`config.mk`:
```
export PLATFORM = sky130hd
export DESIGN_NAME = ledchain_drv
export DESIGN_NICKNAME = d
export VERILOG_FILES = /design/src/rtl/ledchain_pkg.sv /design/src/rtl/ledchain_ctrl.sv /design/src/rtl/ledchain_data.sv /design/src/rtl/ledchain_drv.sv
export SDC_FILE = /design/constraint.sdc
export NUM_CORES = 1
export LEC_CHECK = 0
export BUFFER_PORTS_ARGS = -buffer_cell sky130_fd_sc_hd__buf_2
export CORE_ASPECT_RATIO = 1.75
export CORE_UTILIZATION = 55
export CTS_CLUSTER_DIAMETER = 150
export DETAILED_ROUTE_END_ITERATION = 16
export PLACE_DENSITY = 0.72
export SLEW_MARGIN = 5
export SYNTH_ARGS = -nofsm -noshare
export SYNTH_HDL_FRONTEND = slang
export SYNTH_SLANG_ARGS = --single-unit
```
`constraint.sdc`:
```
create_clock -name clk -period 5.6 [get_ports clk]
set_input_delay 0.84 -clock clk [delete_from_list [all_inputs] [get_ports clk]]
set_output_delay 0.84 -clock clk [all_outputs]
set_load 0.02 [all_outputs]
```
`src/rtl/ledchain_pkg.sv`:
```
package ledchain_pkg;

  typedef enum logic [1:0] {
    ST_RESET = 2'd0,
    ST_LOAD  = 2'd1,
    ST_HIGH  = 2'd2,
    ST_LOW   = 2'd3
  } phaseT;

  typedef struct packed {
    logic loadWord;
    logic shiftBit;
    logic driveHigh;
  } strobeT;

  localparam int WORD_W = 24;

  // sel: 0 zero-high, 1 zero-low, 2 one-high, 3 one-low, 4 latch gap
  function automatic longint durationNs(input bit newRev, input int sel);
    case (sel)
      0: return newRev ? 64'd300 : 64'd400;
      1: return newRev ? 64'd900 : 64'd850;
      2: return newRev ? 64'd900 : 64'd800;
      3: return newRev ? 64'd300 : 64'd450;
      default: return newRev ? 64'd280000 : 64'd50000;
    endcase
  endfunction

  function automatic int revCycles(input bit newRev, input longint hz, input int sel);
    longint c;
    longint floorC;
    c = (durationNs(newRev, sel) * hz + 64'd500000000) / 64'd1000000000;
    floorC = (sel == 0 || sel == 2) ? 64'd1 : 64'd2;
    if (c < floorC) c = floorC;
    return int'(c);
  endfunction

  function automatic int maxCycles(input bit newRev, input longint hz);
    int m;
    m = 0;
    for (int s = 0; s < 5; s++)
      if (revCycles(newRev, hz, s) > m) m = revCycles(newRev, hz, s);
    return m;
  endfunction

endpackage

```
`src/rtl/ledchain_ctrl.sv`:
```
module ledchain_ctrl
  import ledchain_pkg::*;
#(
  parameter longint CLK_HZ     = 50000000,
  parameter bit     NEW_TIMING = 1'b0,
  parameter int     NUM_LEDS   = 9,
  parameter int     ADDR_W     = 4,
  parameter int     CNT_W      = 12
) (
  input  logic              clk,
  input  logic              rst,
  input  logic              headBit,
  input  logic              followBit,
  input  logic              fetchMsb,
  output strobeT            strobe,
  output phaseT             phase,
  output logic [CNT_W-1:0]  cnt,
  output logic [4:0]        bitIdx,
  output logic [ADDR_W-1:0] ledIdx
);

  localparam logic [CNT_W-1:0] C0H  = CNT_W'(revCycles(NEW_TIMING, CLK_HZ, 0));
  localparam logic [CNT_W-1:0] C0L  = CNT_W'(revCycles(NEW_TIMING, CLK_HZ, 1));
  localparam logic [CNT_W-1:0] C1H  = CNT_W'(revCycles(NEW_TIMING, CLK_HZ, 2));
  localparam logic [CNT_W-1:0] C1L  = CNT_W'(revCycles(NEW_TIMING, CLK_HZ, 3));
  localparam logic [CNT_W-1:0] CRST = CNT_W'(revCycles(NEW_TIMING, CLK_HZ, 4));
  localparam logic [CNT_W-1:0] ONE  = CNT_W'(1);
  localparam logic [CNT_W-1:0] TWO  = CNT_W'(2);
  localparam logic [ADDR_W-1:0] LAST_LED = ADDR_W'(NUM_LEDS - 1);
  localparam logic [4:0] TOP_BIT = 5'(WORD_W - 1);

  phaseT             phaseN;
  logic [CNT_W-1:0]  cntN;
  logic [4:0]        bitN;
  logic [ADDR_W-1:0] ledN;
  logic              wordDone;
  logic              chainDone;

  assign wordDone  = (bitIdx == 5'd0);
  assign chainDone = wordDone && (ledIdx == LAST_LED);

  always_comb begin
    phaseN = phase;
    cntN   = cnt;
    bitN   = bitIdx;
    ledN   = ledIdx;
    strobe = '0;
    case (phase)
      ST_RESET: begin
        if (cnt == '0) phaseN = ST_LOAD;
        else           cntN = cnt - ONE;
      end
      ST_LOAD: begin
        phaseN          = ST_HIGH;
        bitN            = TOP_BIT;
        strobe.loadWord = 1'b1;
        cntN            = (fetchMsb ? C1H : C0H) - ONE;
      end
      ST_HIGH: begin
        if (cnt == '0) begin
          phaseN = ST_LOW;
          // the LOAD cycle that follows a finished word takes one low cycle
          cntN = (headBit ? C1L : C0L) - ((wordDone && !chainDone) ? TWO : ONE);
        end else begin
          cntN = cnt - ONE;
        end
      end
      default: begin
        if (cnt == '0) begin
          if (chainDone) begin
            phaseN = ST_RESET;
            ledN   = '0;
            cntN   = CRST - TWO;
          end else if (wordDone) begin
            phaseN = ST_LOAD;
            ledN   = ledIdx + ADDR_W'(1);
          end else begin
            phaseN          = ST_HIGH;
            bitN            = bitIdx - 5'd1;
            strobe.shiftBit = 1'b1;
            cntN            = (followBit ? C1H : C0H) - ONE;
          end
        end else begin
          cntN = cnt - ONE;
        end
      end
    endcase
    strobe.driveHigh = (phaseN == ST_HIGH);
  end

  always_ff @(posedge clk) begin
    if (rst) begin
      phase  <= ST_RESET;
      cnt    <= CRST - TWO;
      bitIdx <= TOP_BIT;
      ledIdx <= '0;
    end else begin
      phase  <= phaseN;
      cnt    <= cntN;
      bitIdx <= bitN;
      ledIdx <= ledN;
    end
  end

endmodule

```
`src/rtl/ledchain_data.sv`:
```
module ledchain_data
  import ledchain_pkg::*;
#(
  parameter int NUM_LEDS = 9,
  parameter int ADDR_W   = 4,
  parameter logic [NUM_LEDS*WORD_W-1:0] INIT = '0
) (
  input  logic              clk,
  input  logic              rst,
  input  strobeT            strobe,
  input  logic [ADDR_W-1:0] ledIdx,
  input  logic              wrEn,
  input  logic [ADDR_W-1:0] wrAddr,
  input  logic [WORD_W-1:0] wrData,
  output logic              headBit,
  output logic              followBit,
  output logic              fetchMsb,
  output logic              ledOut
);

  logic [WORD_W-1:0] colourMem [NUM_LEDS];
  logic [WORD_W-1:0] shiftQ;
  logic [WORD_W-1:0] fetchWord;

  for (genvar i = 0; i < NUM_LEDS; i++) begin : gSlot
    initial colourMem[i] = INIT[i*WORD_W +: WORD_W];
    always_ff @(posedge clk) begin
      if (wrEn && (wrAddr == ADDR_W'(i))) colourMem[i] <= wrData;
    end
  end

  assign fetchWord = colourMem[ledIdx];
  assign fetchMsb  = fetchWord[WORD_W-1];
  assign headBit   = shiftQ[WORD_W-1];
  assign followBit = shiftQ[WORD_W-2];

  always_ff @(posedge clk) begin
    if (rst) begin
      shiftQ <= '0;
      ledOut <= 1'b0;
    end else begin
      if (strobe.loadWord)      shiftQ <= fetchWord;
      else if (strobe.shiftBit) shiftQ <= {shiftQ[WORD_W-2:0], 1'b0};
      ledOut <= strobe.driveHigh;
    end
  end

endmodule

```
`src/rtl/ledchain_drv.sv`:
```
module ledchain_drv
  import ledchain_pkg::*;
#(
  parameter longint CLK_HZ     = 50000000,
  parameter bit     NEW_TIMING = 1'b0,
  parameter int     NUM_LEDS   = 9,
  parameter int     ADDR_W     = (NUM_LEDS > 1) ? $clog2(NUM_LEDS) : 1,
  parameter logic [NUM_LEDS*24-1:0] INIT = {
    24'h900000, 24'h800000, 24'h700000, 24'h600000, 24'h500000,
    24'h400000, 24'h300000, 24'h200000, 24'h100000}
) (
  input  logic              clk,
  input  logic              rst,
  input  logic              wrEn,
  input  logic [ADDR_W-1:0] wrAddr,
  input  logic [23:0]       wrData,
  output logic              ledOut
);

  localparam int CNT_W = $clog2(maxCycles(NEW_TIMING, CLK_HZ) + 1);

  strobeT            strobe;
  phaseT             ctrlPhase;
  logic [CNT_W-1:0]  ctrlCnt;
  logic [4:0]        ctrlBit;
  logic [ADDR_W-1:0] ledIdx;
  logic              headBit;
  logic              followBit;
  logic              fetchMsb;

  ledchain_ctrl #(
    .CLK_HZ(CLK_HZ), .NEW_TIMING(NEW_TIMING), .NUM_LEDS(NUM_LEDS),
    .ADDR_W(ADDR_W), .CNT_W(CNT_W)
  ) ctrl_i (
    .clk(clk), .rst(rst), .headBit(headBit), .followBit(followBit),
    .fetchMsb(fetchMsb), .strobe(strobe), .phase(ctrlPhase),
    .cnt(ctrlCnt), .bitIdx(ctrlBit), .ledIdx(ledIdx)
  );

  ledchain_data #(
    .NUM_LEDS(NUM_LEDS), .ADDR_W(ADDR_W), .INIT(INIT)
  ) data_i (
    .clk(clk), .rst(rst), .strobe(strobe), .ledIdx(ledIdx),
    .wrEn(wrEn), .wrAddr(wrAddr), .wrData(wrData),
    .headBit(headBit), .followBit(followBit), .fetchMsb(fetchMsb),
    .ledOut(ledOut)
  );

endmodule

```
* Word-level counts from Yosys, hierarchy flattened *
Memories as Yosys holds them, arrays and structs flattened. A register that Yosys moved wholly into a read port is not among the register bits.
Index checks and enable logic that the tools add are counted.

word-level totals
  output and inout bits = 1
  input bits = 31
  bits in writable memories = 216
  memories = 1
  logic and storage cells = 136
  flip-flop bits (word level) = 48
  ROM bits = 0
  bits in latches = 0

memories
  memory            words  width  read ports  clocked after memory_dff  wr ports  line                 RTL
  data_i.colourMem  9      24     1           1                         1         ledchain_data.sv:21  logic [WORD_W-1:0] colourMem [NUM_LEDS];

operators by class
  muxes and demuxes = 73
  bitwise gates (word level) = 2
  $add $sub $neg = 6
  eq/ne operators = 16
  div/mod/pow operators = 0
  magnitude comparators = 0
  reduce and logical (&&, ||, !) cells = 32
  shift operators = 0
  $mul = 0

operators by type and width
  kind                                                                    count
  24-bit two-way mux                                                      10
  24-bit OR reduction                                                     8
  12-bit two-way mux                                                      5
  4-bit two-way mux                                                       12
  12-bit one-hot mux with 3 select lines                                  1
  12-bit by 1-bit subtractor with 12-bit output (second input constant)   3
  1-bit two-way mux                                                       31
  6-bit two-way mux                                                       3
  4-bit by 3-bit equality test with 1-bit output (second input constant)  4
  5-bit two-way mux                                                       3
  12-bit logical NOT                                                      1
  2-bit two-way mux                                                       6
  12-bit subtractor                                                       1
  1-bit logical AND                                                       11
  5-bit one-hot mux with 2 select lines                                   1
  4-bit by 2-bit equality test with 1-bit output (second input constant)  2
  4-bit equality test (second input constant)                             2
  2-bit inequality test (second input constant)                           3
  2-bit one-hot mux with 3 select lines                                   1
  2-bit nonzero test                                                      3
  5-bit logical NOT                                                       1
  5-bit inequality test (second input constant)                           1
  5-bit by 1-bit subtractor with 5-bit output (second input constant)     1
  4-bit by 1-bit adder with 4-bit output (second input constant)          1
  12 further kinds                                                        14

* Depth between registers and ports, before layout *
  depth in word-level cells = 13
  depth in mapped cells = 9
  gate-level depth less buffers = 7

* Hierarchy *
Synthesis repeated with hierarchy kept, for this count alone.

unflattened totals
  cell total of the unflattened synthesis = 712
  area total of the unflattened synthesis = 10920.5 um2

by module, submodules not included
  module         area an instance (um2)  instances  seq. area each (um2)  cells an instance
  ledchain_data  9360.2                  1          6986.7                517
  ledchain_ctrl  1560.2                  1          460.4                 195

* Worst setup path before layout *
Ideal clock, no wire load.

  path kind = input -> register
  start = input port wrAddr[3]
  end = memory data_i.colourMem[0][0], enable pin
  library setup time = 0.435 ns
  stages on the path = 2
  required time = 5.165 ns
  path buffers = 0
  arrival = 3.024 ns
  setup slack = 2.141 ns
  cell sequence = or3b_2 > nor3_1

between the ends
  cells in the longest elaborated chain, start to end = 13
  elaborated cells on any way between the ends = 60
  those cells by class = eq/ne: 8; mux: 34; reduce/logical: 18

RTL lines
  what                                                                                   line                 RTL
  start, declared                                                                        ledchain_drv.sv:15   input logic [ADDR_W-1:0] wrAddr,
  4-bit by 1-bit equality test with 1-bit output                                         ledchain_data.sv:28  if (wrEn && (wrAddr == ADDR_W'(i))) colourMem[i] <= wrData;
  1-bit logical AND                                                                      ledchain_data.sv:28
  1-bit two-way mux                                                                      ledchain_data.sv:28
  1-bit two-way mux (not written as such)                                                ledchain_data.sv:28
  24-bit OR reduction (no line)                                                          -
  4-bit two-way mux (no line) / 1-bit two-way mux (equally long branches) (8 in series)  -
  end, declared                                                                          ledchain_data.sv:21

Several ways; a longest one is shown, not always the timed one.

* Worst setup path after layout *
  start = register ctrl_i.bitIdx[0]
  end = register data_i.shiftQ[13]

between the ends
  cells in the longest elaborated chain, start to end = 6
  elaborated cells on any way between the ends = 7
  those cells by class = mux: 4; reduce/logical: 3

RTL lines
  what                                                           line                                      RTL
  start, declared                                                ledchain_ctrl.sv:18                       output logic [4:0] bitIdx,
  start signal, assigned                                         ledchain_ctrl.sv:100                      bitIdx <= bitN;
  5-bit logical NOT *                                            ledchain_ctrl.sv:39                       assign wordDone = (bitIdx == 5'd0);
  1-bit two-way mux / 1-bit logical AND (equally long branches)  ledchain_ctrl.sv:74, ledchain_ctrl.sv:40
  1-bit two-way mux *                                            ledchain_ctrl.sv:70                       if (chainDone) begin
  1-bit two-way mux *                                            ledchain_ctrl.sv:69                       if (cnt == '0) begin
  1-bit two-way mux *                                            ledchain_ctrl.sv:48                       case (phase)
  2-bit nonzero test (no line) *                                 -
  end signal, assigned                                           ledchain_data.sv:42                       if (strobe.loadWord) shiftQ <= fetchWord;
  end signal, assigned                                           ledchain_data.sv:43                       else if (strobe.shiftBit) shiftQ <= {shiftQ[WORD_W-2:0], 1'b0};
  end, declared                                                  ledchain_data.sv:22                       logic [WORD_W-1:0] shiftQ;

Every way passes the cells marked *; elsewhere a longest branch is shown, timed or not.
A chain may end at the register's enable or synchronous reset.

==> run metrics <==
status finished clean; Die W between 100 and 150 um; initial core utilization between 50% and 60%; Initial DRC Count 500; gpl congestion 0.8885; Synth top area share 60.07%; asr flop ratio synth 0%; Site Rows 67; Final Util a little over three fifths; Worst Path Max Fanout 22; Ys Warns 0; endpoints failing setup 0; postcts setup bufs 0; Post-Syn Instances a little under 700; Post-CTS Resized 0; sequential fraction of the synthesis area a little over two thirds; min-delay worst type reg2reg; worst hold stages 2; final period demand of the worst path ~2.8 ns; fin. max-slew vios 0; top post-synthesis cells by area edfxtp_1, mux4_2, dfxtp_1, a21oi_1, mux2i_1; WL met3 about 800 um; DRT Wirelength between 20,000 and 25,000 um; Post-DRT Antenna Nets 0; max-cap violation count 0; leading area contributor after synthesis edfxtp_1; Vert. Die Dim approximately 190 um; Worst slew margin 31.13%; gr usage total between 20% and 30%; area growth from synthesis to layout 11.18%; initial antenna violation count 0; cts hold-fix bufs 0; clk sinks 268; Critical Path AT approximately 3.2 ns; layout cell share with drive strength beyond 1 roughly a fifth; DR WL met2 ~12,000 um; Max IR drop VDD between 200 and 300 uV; DRT Pass-1 Iters 6; Top FF cell, synth edfxtp_1; first-pass GRT wire length approximately 33,000 um; CTS tree built; EDFF count, synth 216; startpoint of the worst hold path data_i.shiftQ[0]$_SDFFE_PP0P_; P_leak roughly 4.0 nW; Crit. End Element flip-flop; Worst Reg-to-Reg Cells 7; grt ovf 0; RSZ-0062 raised after global routing no; Setup Crit Path Kind reg2reg; ant diodes 0; IO Pins 32; Setup TNS 0 ns; clock root buffer clkbuf_16; CP startpoint kind flip-flop; Tot Pwr 3.977 mW; Reg clk slew, reported paths about 0.060 ns; largest net degree at the start of global routing 50; number of port buffers 31; Synth top cells by count edfxtp_1, nand2_1, a21oi_1, dfxtp_1, mux4_2; Slew @ Worst Pin slightly above 1 ns; count of cell types in the netlist 59; count leader, synth edfxtp_1; post-synthesis average cell area roughly 16 um^2; highest routed metal layer met4; drt drc 0; htree depth 1; # nets final around 760; Hold EP data_i.shiftQ[0]$_SDFFE_PP0P_; setup slack, reg-to-reg around 2.8 ns; Die ar. between 20,000 and 25,000 um^2; Num CTS Buffers 24; final hold violations 0; vias per cell 6.160; FMAX 0.3521 GHz; WHS 0.4928 ns; reg2reg start ctrl_i.bitIdx[0]$_SDFFE_PP1P_; WL met1 between 7000 and 8000 um; reg2reg end data_i.shiftQ[13]$_SDFFE_PP0P_; PD cells around 330 nW/um^2; Syn Nets 726; CP peak stage delay just under 0.8 ns; Cell Chain, Critical Path inv_1 > ha_1 > or4b_4 > and4_1 > nand2_1 > mux2i_1 > o22ai_1; clk_lat worst skew 0.51 ns; WL/cell approximately 22 um; critical path's slowest cell nand2_1; Final HPWL DP ~12,000 um; Req. time, crit path around 6.0 ns; vias in the first global route approximately 6,200; Yosys reg bits 268; DR vias ~6,000; Max Root-Sink Buffers 3; worst setup margin between 2 and 3 ns; worst slack, placed between 2 and 3 ns; Netlist Area Pre-Place between 10,000 and 15,000 um^2; clock skew 0.005636 ns; total core area around 19,000 um^2; Tcrit/Tclk final 50.71%
## sequential cells by signal (all words and copies together) (netlist names), named ones only
register,count
data_i.colourMem,216
ctrl_i.phase,2
ctrl_i.bitIdx,5
ctrl_i.cnt,12
data_i.shiftQ,24
ctrl_i.ledIdx,4
data_i.ledOut,1
## layer usage
layer / up-vias / track usage [%]
met5: - / 0
met3: 55 / 2.544
met4: 0 / 8.166
met1: 3049 / 26.01
li1: 2753 / -
met2: 149 / 40.21
## area by class of cell
class | count | area [um^2]
clock buffer | 35 | 703.2
clock inverter | 9 | 100.1
fill | 1362 | 7192
inverter | 17 | 63.81
multi-input combinational | 362 | 3059
sequential | 268 | 7532
tap | 241 | 301.5
timing repair buffer | 43 | 245.2
## worst max-delay path by stage
stage / startpoint / endpoint / slack (ns) / cells past startpoint
finish: ctrl_i.bitIdx[0]$_SDFFE_PP1P_ / data_i.shiftQ[13]$_SDFFE_PP0P_ / 2.76 / 7
global route: ctrl_i.bitIdx[0]$_SDFFE_PP1P_ / data_i.shiftQ[13]$_SDFFE_PP0P_ / 2.59 / 7
CTS: ctrl_i.bitIdx[0]$_SDFFE_PP1P_ / data_i.shiftQ[13]$_SDFFE_PP0P_ / 2.76 / 7
detailed placement: ctrl_i.bitIdx[0]$_SDFFE_PP1P_ / data_i.shiftQ[5]$_SDFFE_PP0P_ / 2.86 / 7
global placement: ctrl_i.bitIdx[0]$_SDFFE_PP1P_ / data_i.shiftQ[19]$_SDFFE_PP0P_ / 3.08 / 7
floorplan: wrAddr[3] / data_i.colourMem[0][0]$_DFFE_PP_ / 2.14 / 2
## logic make-up after synthesis
family                     synth area share, %
AOI/OAI and AO/OA                        7.393
xor gates and xnor gates                0.2434
adders and majority gates                1.275
buffers and inverters                    2.236
DFF                                      69.71
muxes                                    12.07
and+or+nand+nor                          7.068
## critical path, delay by kind of cell (launching register included)
family	cells	cell delay (ns)
AO/OA/AOI/OAI	1	0.14
multiplexers	1	0.32
adder cells (fa/ha/maj)	1	0.21
flip-flops	1	0.33
buffers and inverters	1	0.12
AND/OR/NAND/NOR	3	1.55
## through the flow
step	std cells	area, um^2
6_report	975	12010
3_3_place_gp	931	11200
5_1_grt	975	12010
3_5_place_dp	931	11200
4_1_cts	975	12010
2_1_floorplan	684	10800
## placed cells by master (no fill, tap or decap), types with 12 or more instances in the layout
cell type and instances:
nand2_1 55, edfxtp_1 216, mux4_2 47, o21ai_0 20
nor2_1 17, clkbuf_16 25, inv_1 17, buf_2 31
buf_4 12, dfxtp_1 50, nor3_1 16, o22ai_1 23
a21oi_1 54, mux2i_1 23
## power breakdown
group	leakage (nW)	total, mW	switching [mW]	internal, mW
Clock	0.392	1.64	0.680	0.965
Combinational	1.27	0.125	0.0783	0.0469
Sequential	2.37	2.21	0.0183	2.19
Note: power is estimated with default switching activity, not from simulation.
